--- src/rtl/i2cb_pkg.sv ---
package i2cb_pkg;

  localparam int REG_W = 8;

  localparam int A_CTRL   = 0;
  localparam int A_DIV    = 1;
  localparam int A_CMD    = 2;
  localparam int A_DATA   = 3;
  localparam int A_IRQCLR = 8;
  localparam int A_IRQEN  = 10;

  localparam logic [3:0] OP_START     = 4'd1;
  localparam logic [3:0] OP_RSTART    = 4'd2;
  localparam logic [3:0] OP_WRITE     = 4'd3;
  localparam logic [3:0] OP_READ_ACK  = 4'd6;
  localparam logic [3:0] OP_READ_NACK = 4'd7;
  localparam logic [3:0] OP_STOP      = 4'd10;

  typedef enum logic [1:0] {
    ST_OK    = 2'd0,
    ST_ACK   = 2'd1,
    ST_NACK  = 2'd2,
    ST_ABORT = 2'd3
  } cmd_status_e;

  typedef enum logic [2:0] {
    K_IDLE, K_START, K_RSTART, K_WR, K_RD, K_STOP
  } cmd_kind_e;

  // cycles in one quarter of an SCL period
  function automatic int quarter_len(input int div_val, input int mult);
    return mult * (div_val + 1);
  endfunction

  function automatic cmd_kind_e decode_op(input logic [3:0] op);
    case (op)
      OP_START:                 return K_START;
      OP_RSTART:                return K_RSTART;
      OP_WRITE:                 return K_WR;
      OP_READ_ACK, OP_READ_NACK: return K_RD;
      OP_STOP:                  return K_STOP;
      default:                  return K_IDLE;
    endcase
  endfunction

  // a start opens a session, everything else needs one
  function automatic logic op_legal(input cmd_kind_e k, input logic held);
    case (k)
      K_IDLE:  return 1'b0;
      K_START: return !held;
      default: return held;
    endcase
  endfunction

  // {scl_low, sda_low} for the condition commands, per quarter
  function automatic logic [1:0] edge_drive(input cmd_kind_e k, input logic [1:0] q);
    case (k)
      K_START:  return {q == 2'd3, q != 2'd0};
      K_RSTART: return {(q == 2'd0) || (q == 2'd3), q[1]};
      K_STOP:   return {q == 2'd0, !q[1]};
      default:  return 2'b00;
    endcase
  endfunction

endpackage

--- src/rtl/i2cb_qtimer.sv ---
module i2cb_qtimer #(
  parameter int DIV_W    = 8,
  parameter int QTR_MULT = 16
) (
  input  logic             clk,
  input  logic             rst_n,
  input  logic             clr,
  input  logic             restart,
  input  logic             run,
  input  logic [DIV_W-1:0] div,
  output logic             tick
);
  import i2cb_pkg::*;

  localparam int CNT_W = $clog2(QTR_MULT * (1 << DIV_W)) + 1;

  logic [CNT_W-1:0] cnt_q;
  logic [CNT_W-1:0] len_m1;

  assign len_m1 = CNT_W'(quarter_len(int'(div), QTR_MULT) - 1);
  assign tick   = run && (cnt_q == '0);

  always_ff @(posedge clk or negedge rst_n) begin
    if (!rst_n)       cnt_q <= '0;
    else if (clr)     cnt_q <= '0;
    else if (restart) cnt_q <= len_m1;
    else if (run)     cnt_q <= (cnt_q == '0) ? len_m1 : cnt_q - 1'b1;
  end


  cnt_in_range_chk: assert property (@(posedge clk) disable iff (!rst_n || clr)
    run |-> (cnt_q <= len_m1));

endmodule

--- src/rtl/i2cb_engine.sv ---
module i2cb_engine #(
  parameter int DATA_W = 8
) (
  input  logic              clk,
  input  logic              rst_n,
  input  logic              lrst,
  input  logic              launch,
  input  logic [3:0]        launch_op,
  input  logic [DATA_W-1:0] tx_byte,
  input  logic              sda_in,
  input  logic              tick,
  output logic              busy,
  output logic              done,
  output logic [1:0]        done_status,
  output logic              rx_load,
  output logic [DATA_W-1:0] rx_byte,
  output logic              timer_restart,
  output logic              scl_oe,
  output logic              sda_oe
);
  import i2cb_pkg::*;

  localparam int BIT_W = $clog2(DATA_W + 1);
  localparam logic [BIT_W-1:0] LAST_BIT = BIT_W'(DATA_W);

  cmd_kind_e         kind_q;
  logic [1:0]        q_q;
  logic [BIT_W-1:0]  bit_q;
  logic [DATA_W-1:0] sh_q;
  logic              ack_low_q;
  logic              nack_q;
  logic              held_q;
  logic              hold_low_q;

  cmd_kind_e launch_kind;
  logic      launch_ok, abort_now;
  logic      is_byte, last_step, fin, sample_evt, edge_cmd;
  logic      scl_low, sda_low, byte_sda_low;

  assign launch_kind   = decode_op(launch_op);
  assign launch_ok     = launch && op_legal(launch_kind, held_q);
  assign abort_now     = launch && !op_legal(launch_kind, held_q);
  assign timer_restart = launch_ok;

  assign busy       = (kind_q != K_IDLE);
  assign is_byte    = (kind_q == K_WR) || (kind_q == K_RD);
  assign edge_cmd   = busy && !is_byte;
  assign last_step  = is_byte ? (bit_q == LAST_BIT) : 1'b1;
  assign fin        = busy && tick && (q_q == 2'd3) && last_step;
  assign sample_evt = busy && tick && (q_q == 2'd1) && is_byte;

  always_comb begin
    if (bit_q < LAST_BIT) byte_sda_low = (kind_q == K_WR) ? !sh_q[DATA_W-1] : 1'b0;
    else                  byte_sda_low = (kind_q == K_WR) ? 1'b0 : !nack_q;
  end

  always_comb begin
    scl_low = 1'b0;
    sda_low = 1'b0;
    case (kind_q)
      K_IDLE: begin
        scl_low = held_q;
        sda_low = held_q && hold_low_q;
      end
      K_WR, K_RD: begin
        scl_low = (q_q == 2'd0) || (q_q == 2'd3);
        sda_low = byte_sda_low;
      end
      default: {scl_low, sda_low} = edge_drive(kind_q, q_q);
    endcase
  end

  assign scl_oe = !lrst && scl_low;
  assign sda_oe = !lrst && sda_low;

  assign done        = fin || abort_now;
  assign rx_load     = fin && (kind_q == K_RD);
  assign rx_byte     = sh_q;
  assign done_status = abort_now ? ST_ABORT :
                       (kind_q == K_WR) ? (ack_low_q ? ST_ACK : ST_NACK) : ST_OK;

  always_ff @(posedge clk or negedge rst_n) begin
    if (!rst_n) begin
      kind_q <= K_IDLE; q_q <= '0; bit_q <= '0; sh_q <= '0;
      ack_low_q <= 1'b0; nack_q <= 1'b0; held_q <= 1'b0; hold_low_q <= 1'b0;
    end else if (lrst) begin
      kind_q <= K_IDLE; q_q <= '0; bit_q <= '0;
      held_q <= 1'b0; hold_low_q <= 1'b0;
    end else if (launch_ok) begin
      kind_q    <= launch_kind;
      q_q       <= '0;
      bit_q     <= '0;
      sh_q      <= tx_byte;
      ack_low_q <= 1'b0;
      nack_q    <= (launch_op == OP_READ_NACK);
    end else if (busy && tick) begin
      if (sample_evt) begin
        if (bit_q < LAST_BIT && kind_q == K_RD) sh_q <= {sh_q[DATA_W-2:0], sda_in};
        if (bit_q == LAST_BIT && kind_q == K_WR) ack_low_q <= !sda_in;
      end
      if (q_q == 2'd3) begin
        q_q <= '0;
        if (fin) begin
          kind_q <= K_IDLE;
          case (kind_q)
            K_START, K_RSTART: begin held_q <= 1'b1; hold_low_q <= 1'b1; end
            K_STOP:            begin held_q <= 1'b0; hold_low_q <= 1'b0; end
            K_WR:              hold_low_q <= 1'b0;
            K_RD:              hold_low_q <= !nack_q;
            default:           ;
          endcase
        end else begin
          bit_q <= bit_q + 1'b1;
          if (kind_q == K_WR && bit_q < LAST_BIT) sh_q <= {sh_q[DATA_W-2:0], 1'b0};
        end
      end else begin
        q_q <= q_q + 1'b1;
      end
    end
  end


  sda_scl_low_chk: assert property (@(posedge clk) disable iff (!rst_n || lrst)
    (!edge_cmd && !$past(edge_cmd) && !$past(lrst) && (sda_oe != $past(sda_oe)))
      |-> (scl_oe && $past(scl_oe)));


  sample_high_chk: assert property (@(posedge clk) disable iff (!rst_n || lrst)
    sample_evt |-> !scl_oe);


  abort_quiet_chk: assert property (@(posedge clk) disable iff (!rst_n || lrst)
    abort_now |=> (!busy && $stable(scl_oe) && $stable(sda_oe)));


  fin_idle_chk: assert property (@(posedge clk) disable iff (!rst_n || lrst)
    fin |=> !busy);


  lrst_idle_chk: assert property (@(posedge clk) disable iff (!rst_n)
    $past(lrst) |-> !busy);

endmodule

--- src/rtl/i2cb_regs.sv ---
module i2cb_regs #(
  parameter int ADDR_W = 4,
  parameter int DIV_W  = 8
) (
  input  logic                       clk,
  input  logic                       rst_n,
  input  logic [ADDR_W-1:0]          addr,
  input  logic [i2cb_pkg::REG_W-1:0] wdata,
  input  logic                       wr,
  input  logic                       rd,
  output logic [i2cb_pkg::REG_W-1:0] rdata,
  input  logic                       busy,
  input  logic                       done,
  input  logic [1:0]                 done_status,
  input  logic                       rx_load,
  input  logic [i2cb_pkg::REG_W-1:0] rx_byte,
  output logic                       lrst,
  output logic [DIV_W-1:0]           div,
  output logic [i2cb_pkg::REG_W-1:0] tx_byte,
  output logic                       launch,
  output logic [3:0]                 launch_op,
  output logic                       irq
);
  import i2cb_pkg::*;

  logic             lrst_q, en_q, flag_q;
  logic [DIV_W-1:0] div_q;
  logic [REG_W-1:0] data_q, rdata_q;
  logic [3:0]       op_q;
  logic [1:0]       status_q;

  logic hit_ctrl, hit_div, hit_cmd, hit_data, hit_clr, hit_en, clr_req;

  assign hit_ctrl = wr && (addr == ADDR_W'(A_CTRL));
  assign hit_div  = wr && (addr == ADDR_W'(A_DIV));
  assign hit_cmd  = wr && (addr == ADDR_W'(A_CMD));
  assign hit_data = wr && (addr == ADDR_W'(A_DATA));
  assign hit_clr  = wr && (addr == ADDR_W'(A_IRQCLR));
  assign hit_en   = wr && (addr == ADDR_W'(A_IRQEN));
  assign clr_req  = hit_clr && wdata[0];

  assign launch    = hit_cmd && wdata[REG_W-1] && !busy && !lrst_q;
  assign launch_op = wdata[3:0];

  always_ff @(posedge clk or negedge rst_n) begin
    if (!rst_n) begin
      lrst_q <= 1'b0; en_q <= 1'b0; flag_q <= 1'b0; div_q <= '0;
      data_q <= '0; op_q <= '0; status_q <= '0; rdata_q <= '0;
    end else begin
      if (hit_ctrl) lrst_q <= wdata[0];
      if (hit_div)  div_q  <= wdata[DIV_W-1:0];
      if (hit_en)   en_q   <= wdata[0];
      if (rx_load)       data_q <= rx_byte;
      else if (hit_data) data_q <= wdata;
      if (done)         flag_q <= 1'b1;
      else if (clr_req) flag_q <= 1'b0;
      if (launch) op_q     <= launch_op;
      if (done)   status_q <= done_status;
      if (rd) begin
        case (int'(addr))
          A_CTRL:   rdata_q <= {{(REG_W-1){1'b0}}, lrst_q};
          A_DIV:    rdata_q <= REG_W'(div_q);
          A_CMD:    rdata_q <= {busy, status_q, 1'b0, op_q};
          A_DATA:   rdata_q <= data_q;
          A_IRQCLR: rdata_q <= {{(REG_W-1){1'b0}}, flag_q};
          A_IRQEN:  rdata_q <= {{(REG_W-1){1'b0}}, en_q};
          default:  rdata_q <= '0;
        endcase
      end
    end
  end

  assign lrst    = lrst_q;
  assign div     = div_q;
  assign tx_byte = data_q;
  assign rdata   = rdata_q;
  assign irq     = flag_q && en_q;


  flag_set_chk: assert property (@(posedge clk) disable iff (!rst_n)
    done |=> flag_q);


  flag_clear_chk: assert property (@(posedge clk) disable iff (!rst_n)
    $fell(flag_q) |-> $past(clr_req));


  no_launch_busy_chk: assert property (@(posedge clk) disable iff (!rst_n)
    (hit_cmd && busy) |=> $stable(op_q));

endmodule

--- src/rtl/i2cb_master.sv ---
module i2cb_master #(
  parameter int ADDR_W   = 4,
  parameter int DIV_W    = 8,
  parameter int QTR_MULT = 16
) (
  input  logic              clk,
  input  logic              rst_n,
  input  logic [ADDR_W-1:0] reg_addr,
  input  logic [7:0]        reg_wdata,
  input  logic              reg_wr,
  input  logic              reg_rd,
  output logic [7:0]        reg_rdata,
  output logic              irq,
  output logic              scl_oe,
  output logic              sda_oe,
  input  logic              sda_in
);
  import i2cb_pkg::*;

  logic             lrst, launch, busy, done, rx_load, tick, timer_restart;
  logic [3:0]       launch_op;
  logic [1:0]       done_status;
  logic [DIV_W-1:0] div;
  logic [REG_W-1:0] tx_byte, rx_byte;

  i2cb_regs #(.ADDR_W(ADDR_W), .DIV_W(DIV_W)) u_regs (
    .clk(clk), .rst_n(rst_n), .addr(reg_addr), .wdata(reg_wdata),
    .wr(reg_wr), .rd(reg_rd), .rdata(reg_rdata),
    .busy(busy), .done(done), .done_status(done_status),
    .rx_load(rx_load), .rx_byte(rx_byte),
    .lrst(lrst), .div(div), .tx_byte(tx_byte),
    .launch(launch), .launch_op(launch_op), .irq(irq)
  );

  i2cb_qtimer #(.DIV_W(DIV_W), .QTR_MULT(QTR_MULT)) u_timer (
    .clk(clk), .rst_n(rst_n), .clr(lrst), .restart(timer_restart),
    .run(busy), .div(div), .tick(tick)
  );

  i2cb_engine #(.DATA_W(REG_W)) u_engine (
    .clk(clk), .rst_n(rst_n), .lrst(lrst), .launch(launch),
    .launch_op(launch_op), .tx_byte(tx_byte), .sda_in(sda_in), .tick(tick),
    .busy(busy), .done(done), .done_status(done_status),
    .rx_load(rx_load), .rx_byte(rx_byte), .timer_restart(timer_restart),
    .scl_oe(scl_oe), .sda_oe(sda_oe)
  );

endmodule

--- config.mk ---
export PLATFORM = sky130hd
export DESIGN_NAME = i2cb_master
export DESIGN_NICKNAME = d
export VERILOG_FILES = /design/src/rtl/i2cb_pkg.sv /design/src/rtl/i2cb_qtimer.sv /design/src/rtl/i2cb_engine.sv /design/src/rtl/i2cb_regs.sv /design/src/rtl/i2cb_master.sv
export SDC_FILE = /design/constraint.sdc
export NUM_CORES = 1
export LEC_CHECK = 0
export BUFFER_PORTS_ARGS = -buffer_cell sky130_fd_sc_hd__buf_2
export CAP_MARGIN = 20
export CORE_ASPECT_RATIO = 1.75
export CORE_MARGIN = 5
export CORE_UTILIZATION = 40
export DETAILED_ROUTE_END_ITERATION = 8
export SLEW_MARGIN = 15
export SYNTH_ARGS = -nofsm -noshare
export SYNTH_HDL_FRONTEND = slang
export SYNTH_SLANG_ARGS = --single-unit
--- constraint.sdc ---
create_clock -name clk -period 2.35 [get_ports clk]
set_clock_uncertainty 0.05 [all_clocks]
set_input_delay 0.3525 -clock clk [delete_from_list [all_inputs] [get_ports clk]]
set_output_delay 0.3525 -clock clk [all_outputs]
set_load 0.005 [all_outputs]
## Word level (Yosys, flattened, before mapping)

Cells that the tools add are included.

- Register bits: 67
- Bits in latches: 0
- Memory bits (writable): 0
- ROM bits: 0
- Input bits: 17
- Word-level logic and storage cells: 173
- Memories: 0

- Add/subtract/negate cells: 5
- Multiply operators: 0
- Div/mod/pow operators: 0
- Order comparisons: 1
- Equality and inequality tests: 22
- Shift-type cells: 0
- Muxes and demuxes: 58
- Bitwise gates (word level): 1
- Reduce and logical (&&, ||, !) cells: 69

Operators with widths:

| kind | count |
|---|---|
| 8-bit 2-to-1 mux | 9 |
| 13-bit 2-to-1 mux | 4 |
| 8-bit case mux with 6 select lines | 1 |
| 1-bit logical AND | 26 |
| 1-bit 2-to-1 mux | 20 |
| 4-bit 2-to-1 mux | 5 |
| 2-bit nonzero test | 9 |
| 3-bit nonzero test | 6 |
| 4-bit by 2-bit equality test with 1-bit output (second input constant) | 4 |
| 4-bit equality test (second input constant) | 4 |
| 3-bit 2-to-1 mux | 5 |
| 3-bit case mux with 5 select lines | 1 |
| 2-bit 2-to-1 mux | 7 |
| 13-bit zero test | 1 |
| 13-bit by 1-bit subtractor with 13-bit output (second input constant) | 1 |
| 13-bit by 2-bit subtractor with 13-bit output (second input constant) | 1 |
| 5-bit AND reduction | 2 |
| 8-bit by 1-bit adder with 9-bit output (second input constant) | 1 |
| 4-bit by 1-bit equality test with 1-bit output (second input constant) | 2 |
| 4-bit by 3-bit equality test with 1-bit output (second input constant) | 2 |
| 1-bit zero test | 8 |
| 1-bit case mux with 2 select lines | 4 |
| 2-bit OR reduction | 4 |
| 3-bit by 1-bit equality test with 1-bit output (second input constant) | 2 |
| 20 further kinds | 27 |

## Depth between registers and ports, before layout

- Depth in word-level cells: 11
- Gate-level depth with buffers: 9
- Mapped depth without buffers: 7

## Modules after synthesis

From an unflattened synthesis, not the netlist that was laid out.

- Cells, all modules: 469
- Area, all modules: 4247.8 um^2

Modules (own cells, without submodules):

| module | instances | cells each | area each (um^2) |
|---|---|---|---|
| i2cb_regs | 1 | 153 | 1659.1 |
| i2cb_engine | 1 | 163 | 1418.9 |
| i2cb_qtimer | 1 | 153 | 1169.9 |

## Worst setup path after synthesis

OpenSTA, ideal clock, no wires.

- Kind: reg2reg
- Start: register u_timer.cnt_q[0]
- End: register u_engine.kind_q[0]
- Library setup time: 0.121 ns
- Arrival time: 2.072 ns
- Required time: 2.179 ns
- Slack: 0.107 ns
- Cell stages (with the launch flop): 9
- Period minus slack after synthesis: 2.243 ns
- Cells stage by stage: dfrtp_1 -> inv_1 -> ha_1 -> nor4b_1 -> and3_1 -> buf_2 -> nand4_2 -> and2_1 -> a22o_1

- Cells in the longest elaborated chain, start to end: 7
- Elaborated cells on any way between the ends: 8
- Those cells by class: reduce/logical (8)

Ends and longest elaborated chain:

| item | line | source |
|---|---|---|
| start: declaration | i2cb_qtimer.sv:17 | `logic [CNT_W-1:0] cnt_q;` |
| start signal: assignment | i2cb_qtimer.sv:26 | `else if (restart) cnt_q <= len_m1;` |
| start signal: assignment | i2cb_qtimer.sv:27 | `else if (run) cnt_q <= (cnt_q == '0) ? len_m1 : cnt_q - 1'b1;` |
| 13-bit zero test (*) | i2cb_qtimer.sv:21 | `assign tick = run && (cnt_q == '0);` |
| 1-bit logical AND (*) | i2cb_qtimer.sv:21 |  |
| 1-bit logical AND (*) | i2cb_engine.sv:49, i2cb_engine.sv:96 |  |
| 1-bit logical AND (2 in series) | i2cb_engine.sv:49 | `assign fin = busy && tick && (q_q == 2'd3) && last_step;` |
| 3-bit nonzero test (no source line) | - |  |
| 3-bit AND reduction (no source line) (*) | - |  |
| end signal: assignment | i2cb_engine.sv:90 | `kind_q <= launch_kind;` |
| end: declaration | i2cb_engine.sv:26 | `cmd_kind_e kind_q;` |

Mark *: on every way between the ends. The rest lies on a longest branch, timed or not.
A chain may end at the register's enable or synchronous reset.

## Worst setup path after layout

- Start: register u_engine.kind_q[1]
- End: register u_timer.cnt_q[6]

- Cells in the longest elaborated chain, start to end: 7
- Elaborated cells on any way between the ends: 8
- Those cells by class: mux (2); reduce/logical (6)

Ends and longest elaborated chain:

| item | line | source |
|---|---|---|
| 3-bit nonzero test (*) | i2cb_engine.sv:45 | `assign busy = (kind_q != K_IDLE);` |
| 1-bit zero test | i2cb_regs.sv:42 | `assign launch = hit_cmd && wdata[REG_W-1] && !busy && !lrst_q;` |
| 1-bit logical AND (2 in series) | i2cb_regs.sv:42 |  |
| 1-bit logical AND | i2cb_engine.sv:41 | `assign launch_ok = launch && op_legal(launch_kind, held_q);` |
| 13-bit 2-to-1 mux | i2cb_qtimer.sv:26 |  |
| 13-bit 2-to-1 mux | i2cb_qtimer.sv:25 | `else if (clr) cnt_q <= '0;` |

Marks and branches as above.

==> results by stage <==
Status:
- The flow ran to the end, but the final reports show violations.
- The checks that failed: negative hold slack.

Route:
- For this run, design rule violations remaining after detail routing come to 0.
- The routed length per placed instance is 19.6 um.
- The first detailed-routing pass took 4 iterations.
- The detailed-route vias per instance is 5.85.
- In this run the remaining antenna-violating nets after routing total 0.
- The total wire length is 11900 um.
- In this run, the number of DRC markers left after iteration 0 of detailed routing was 216.
- The number of vias in the routed layout is 3570.

Logic synthesis:
- Counting every net in the synthesized netlist gives 448.
- The share of flip-flops with an asynchronous set or reset is 1.00.
- The number of storage elements in the synthesis netlist is 67.
- The sequential-to-total area share from yosys stat is 0.411.
- After synthesis, the cell types taking the most area are sky130_fd_sc_hd__dfrtp_1, sky130_fd_sc_hd__mux2_2, sky130_fd_sc_hd__mux2i_1.
- The largest total area in the synthesized netlist belongs to sky130_fd_sc_hd__dfrtp_1.
- Among all flip-flop cells after synthesis, the most frequent one is sky130_fd_sc_hd__dfrtp_1.
- The most numerous cell in the Yosys netlist is sky130_fd_sc_hd__dfrtp_1.
- The Yosys step of the flow raised 0 warnings.
- The share of synthesized area in the top cell type comes to 0.411.
- In this run, synthesis inferred 0 flip-flops with an integrated enable.
- In the synthesized netlist, the cells that appear most often are sky130_fd_sc_hd__dfrtp_1, sky130_fd_sc_hd__nand2_1, sky130_fd_sc_hd__nor2_1.
- The number of different library cells used by synthesis comes to 66.
- The synthesized netlist occupies a cell area of 4080 um2.
- The post-synthesis instance total is 423.
- The per-instance average area after synthesis is 9.65 um2.

Placement:
- The total half-perimeter wirelength after legalization and detailed placement is 9160 um.
- The congestion estimate from routability-driven global placement came to 0.861.
- Prior to clock tree synthesis, the placed netlist has a worst setup slack of 0.0164 ns.
- Summing all placed instances gives a cell area of 4580 um2.
- The number of I/O port buffers is 27.
- The number of instances in the placed design is 590.

Worst setup path:
- Data on the critical path arrives at its endpoint at 2.45 ns.
- STA classifies the critical path startpoint as a flop.
- The worst flop-to-flop path startpoint is u_engine.kind_q[1]$_DFFE_PN0P_.
- The worst setup path is captured at a flop.
- STA puts the critical path data required time at 2.52 ns.
- Across all register-to-register paths, the minimum setup slack is 0.07 ns.
- The maximum net fanout on the critical path is 8.
- The critical path is of the reg -> reg type.
- In this run the worst setup path begins at u_engine.kind_q[1]$_DFFE_PN0P_.
- The last element of the critical path is u_timer.cnt_q[6]$_DFFE_PN0P_.
- In this run the critical register-to-register path is captured at u_timer.cnt_q[6]$_DFFE_PN0P_.
- Counting cells, the worst reg-to-reg path comes to 7.

STA:
- The final critical-path share of the clock period is 0.971.
- Timing would allow up to 438 MHz.
- Setup slack on the critical path of the routed design comes to 0.0674 ns.
- The number of hold violations in the final report is 16.
- The post-route worst hold slack is -0.0240 ns.
- Setup repair after global routing could not meet its margin everywhere.
- The final count of pins violating max slew was 0.
- Setup violations remaining at the end of the flow were counted as 0.
- Measured against its own limit, the worst slew margin works out to 0.461.
- Subtracting the final worst setup slack from the clock period gives 2.28 ns.
- The transition time at the pin with the least slew margin is 0.808 ns.

CTS:
- The cell at the root of the clock tree is sky130_fd_sc_hd__clkbuf_16.
- The clock passes through at most 2 buffers.
- The total of hold buffers inserted after clock tree synthesis is 0.
- For the worst-skew pair, the clock arrives at the later sink with an insertion delay of 0.33 ns.
- The clock net sink count is 67.
- After clock tree synthesis, the clock-pin slew on the worst setup and hold paths is 0.05 ns.
- The number of H-tree branching levels is 3.
- TritonCTS built the clock tree.
- In this run, CTS created clock tree buffers numbering 9.

Worst hold path:
- The tightest min-delay check is of the in -> async type.

Flow run:
- Max-cap violations in this run came to 0.

Finish:
- After routing the design area is 5030 um2.
- 0 antenna diodes ended up in the layout.
- The fraction of final layout cells sized beyond drive strength 1 is 0.276.
- The finished layout holds 610 standard cells, fillers aside.
- The number of fillers in the final layout is 934.
- The final net count is 505.
- The layout overhead on the synthesized area is 23.3%.

GRT:
- The pin count of the biggest net entering global routing is 68.
- The number of antenna violations at the first check in global routing is 0.
- After global routing the overflow that remains totals 0.
- In the global route stage, overall resource usage came out at 0.207.
- The global-route wire length before repair is 19800 um.
- The via count of the first global-routing pass is 3835.

Floorplanning:
- The count of standard-cell rows is 48.
- In this run the standard cell core region covers 9910 um2.
- The die covers 12400 um2.
- The number of I/O pins is 28.
- Measured along the y axis, the die boundary spans 144 um.
- The x dimension of the die is 86.4 um.
- The starting utilization of the core area is 0.412.

Power:
- Dividing total power by cell area gives a power density of 789 nW/um2.
- The maximum VDD drop is 0.541 mV.
- In this run the static leakage power is 0.00220 uW.
-- sequential cells by signal, summed over array words and instances, names as in the netlist --
signal               cells
u_engine.rx_byte         8
u_engine.held_q          1
u_regs.rdata             8
u_engine.bit_q           4
u_timer.cnt_q           13
u_regs.div               8
u_regs.status_q          2
u_regs.op_q              4
u_engine.nack_q          1
u_regs.en_q              1
u_engine.q_q             2
u_regs.flag_q            1
u_engine.hold_low_q      1
u_regs.lrst              1
u_engine.ack_low_q       1
u_regs.tx_byte           8
u_engine.kind_q          3
-- through the flow --
| stage | hold slack, ns | setup TNS [ns] | total power (uW) | utilization |
|---|---|---|---|---|
| after global placement | 0.353 | 0 | 2410 | 0.462 |
| after detailed placement | 0.354 | 0 | 2430 | 0.462 |
| final | -0.0240 | 0 | 3970 | 0.508 |
| after CTS | 0.00388 | 0 | 3980 | 0.499 |
| after floorplan | 0.00691 | 0 | 2040 | - |
| after global routing | 0.00917 | -0.205 | 4170 | 0.508 |
-- worst min-delay path by stage --
| stage | cells after the start | from | to |
|---|---|---|---|
| 6_report | 2 | rst_n | u_regs.op_q[3]$_DFFE_PN0P_ |
| 5_1_grt | 2 | rst_n | u_regs.op_q[2]$_DFFE_PN0P_ |
| 4_1_cts | 2 | rst_n | u_regs.op_q[3]$_DFFE_PN0P_ |
| 3_5_place_dp | 2 | rst_n | u_regs.op_q[3]$_DFFE_PN0P_ |
| 3_3_place_gp | 2 | rst_n | u_regs.op_q[3]$_DFFE_PN0P_ |
| 2_1_floorplan | 0 | rst_n | u_engine.ack_low_q$_DFFE_PN0P_ |
-- critical path, stage by stage (launching register included) --
cell	delay, ns
sky130_fd_sc_hd__dfrtp_2	0.40
sky130_fd_sc_hd__buf_4	0.16
sky130_fd_sc_hd__or4_4	0.54
sky130_fd_sc_hd__nor3_4	0.24
sky130_fd_sc_hd__a21oi_2	0.12
sky130_fd_sc_hd__buf_4	0.18
sky130_fd_sc_hd__mux2_4	0.30
sky130_fd_sc_hd__a22o_1	0.17
-- kinds of logic after synthesis --
logic type	after synthesis	synth area share
simple gates	135	0.183
compound gates	117	0.209
flops	67	0.411
buf+inv	49	0.0503
mux	36	0.0987
xor+xnor	11	0.0236
fa+ha+maj	8	0.0245
-- layout by cell type (no fill, tap or decap), types with 4 or more instances in the layout --
| cell | Yosys | routed |
|---|---|---|
| sky130_fd_sc_hd__nand4_1 | 4 | 4 |
| sky130_fd_sc_hd__clkbuf_16 | 0 | 9 |
| sky130_fd_sc_hd__nor3_1 | 12 | 12 |
| sky130_fd_sc_hd__nand2b_1 | 5 | 5 |
| sky130_fd_sc_hd__dfrtp_1 | 67 | 64 |
| sky130_fd_sc_hd__o32a_1 | 7 | 7 |
| sky130_fd_sc_hd__ha_1 | 8 | 8 |
| sky130_fd_sc_hd__nor2_1 | 25 | 24 |
| sky130_fd_sc_hd__inv_1 | 20 | 20 |
| sky130_fd_sc_hd__mux2i_1 | 14 | 14 |
| sky130_fd_sc_hd__mux2_2 | 20 | 20 |
| sky130_fd_sc_hd__a211oi_1 | 6 | 5 |
| sky130_fd_sc_hd__o22a_1 | 8 | 8 |
| sky130_fd_sc_hd__nor4b_1 | 4 | 4 |
| sky130_fd_sc_hd__buf_2 | 5 | 27 |
| sky130_fd_sc_hd__nand2_1 | 33 | 32 |
| sky130_fd_sc_hd__o22ai_1 | 10 | 10 |
| sky130_fd_sc_hd__buf_4 | 0 | 46 |
| sky130_fd_sc_hd__a32o_1 | 8 | 8 |
| sky130_fd_sc_hd__a21oi_1 | 12 | 12 |
| sky130_fd_sc_hd__nand3_1 | 11 | 11 |
| sky130_fd_sc_hd__nand3b_1 | 6 | 6 |
| sky130_fd_sc_hd__o21ai_0 | 24 | 24 |
| sky130_fd_sc_hd__nor2b_1 | 4 | 4 |
| sky130_fd_sc_hd__a22oi_1 | 8 | 7 |
| sky130_fd_sc_hd__xnor2_1 | 8 | 8 |
| sky130_fd_sc_hd__o31ai_1 | 4 | 4 |
| sky130_fd_sc_hd__a22o_1 | 4 | 4 |
-- where the power goes --
group | switching (uW) | total (uW) | leakage (uW) | internal (uW)
logic | 547 | 1000 | 0.00116 | 457
registers | 142 | 1420 | 0.000866 | 1280
clock network | 487 | 1550 | 0.000169 | 1060
total | 1180 | 3970 | 0.00220 | 2790
-- what timing repair did --
action,CTS,global route
setup buffers,2,2
gates resized for setup,4,13
cloned,0,0
endpoints found under the setup margin,1,17
pin swaps,0,3
-- area by class of cell --
class / count / area [um2] / share of cell area
clock inverter: 5 / 100 / 0.0199
multi-input combinational: 307 / 2270 / 0.452
tap: 125 / 156 / 0.0311
sequential: 67 / 1680 / 0.334
clock buffer: 11 / 243 / 0.0482
inverter: 21 / 78.8 / 0.0157
timing repair buffer: 74 / 500 / 0.0995
-- metal layers --
layer	GRT usage	vias to the layer above	share of wire
met2	0.389	89	0.56
met5	0	-	0
met1	0.218	1747	0.37
met4	0.0985	0	0.037
li1	-	1705	-
met3	0.0361	29	0.030
(Power assumes the default switching activity.)
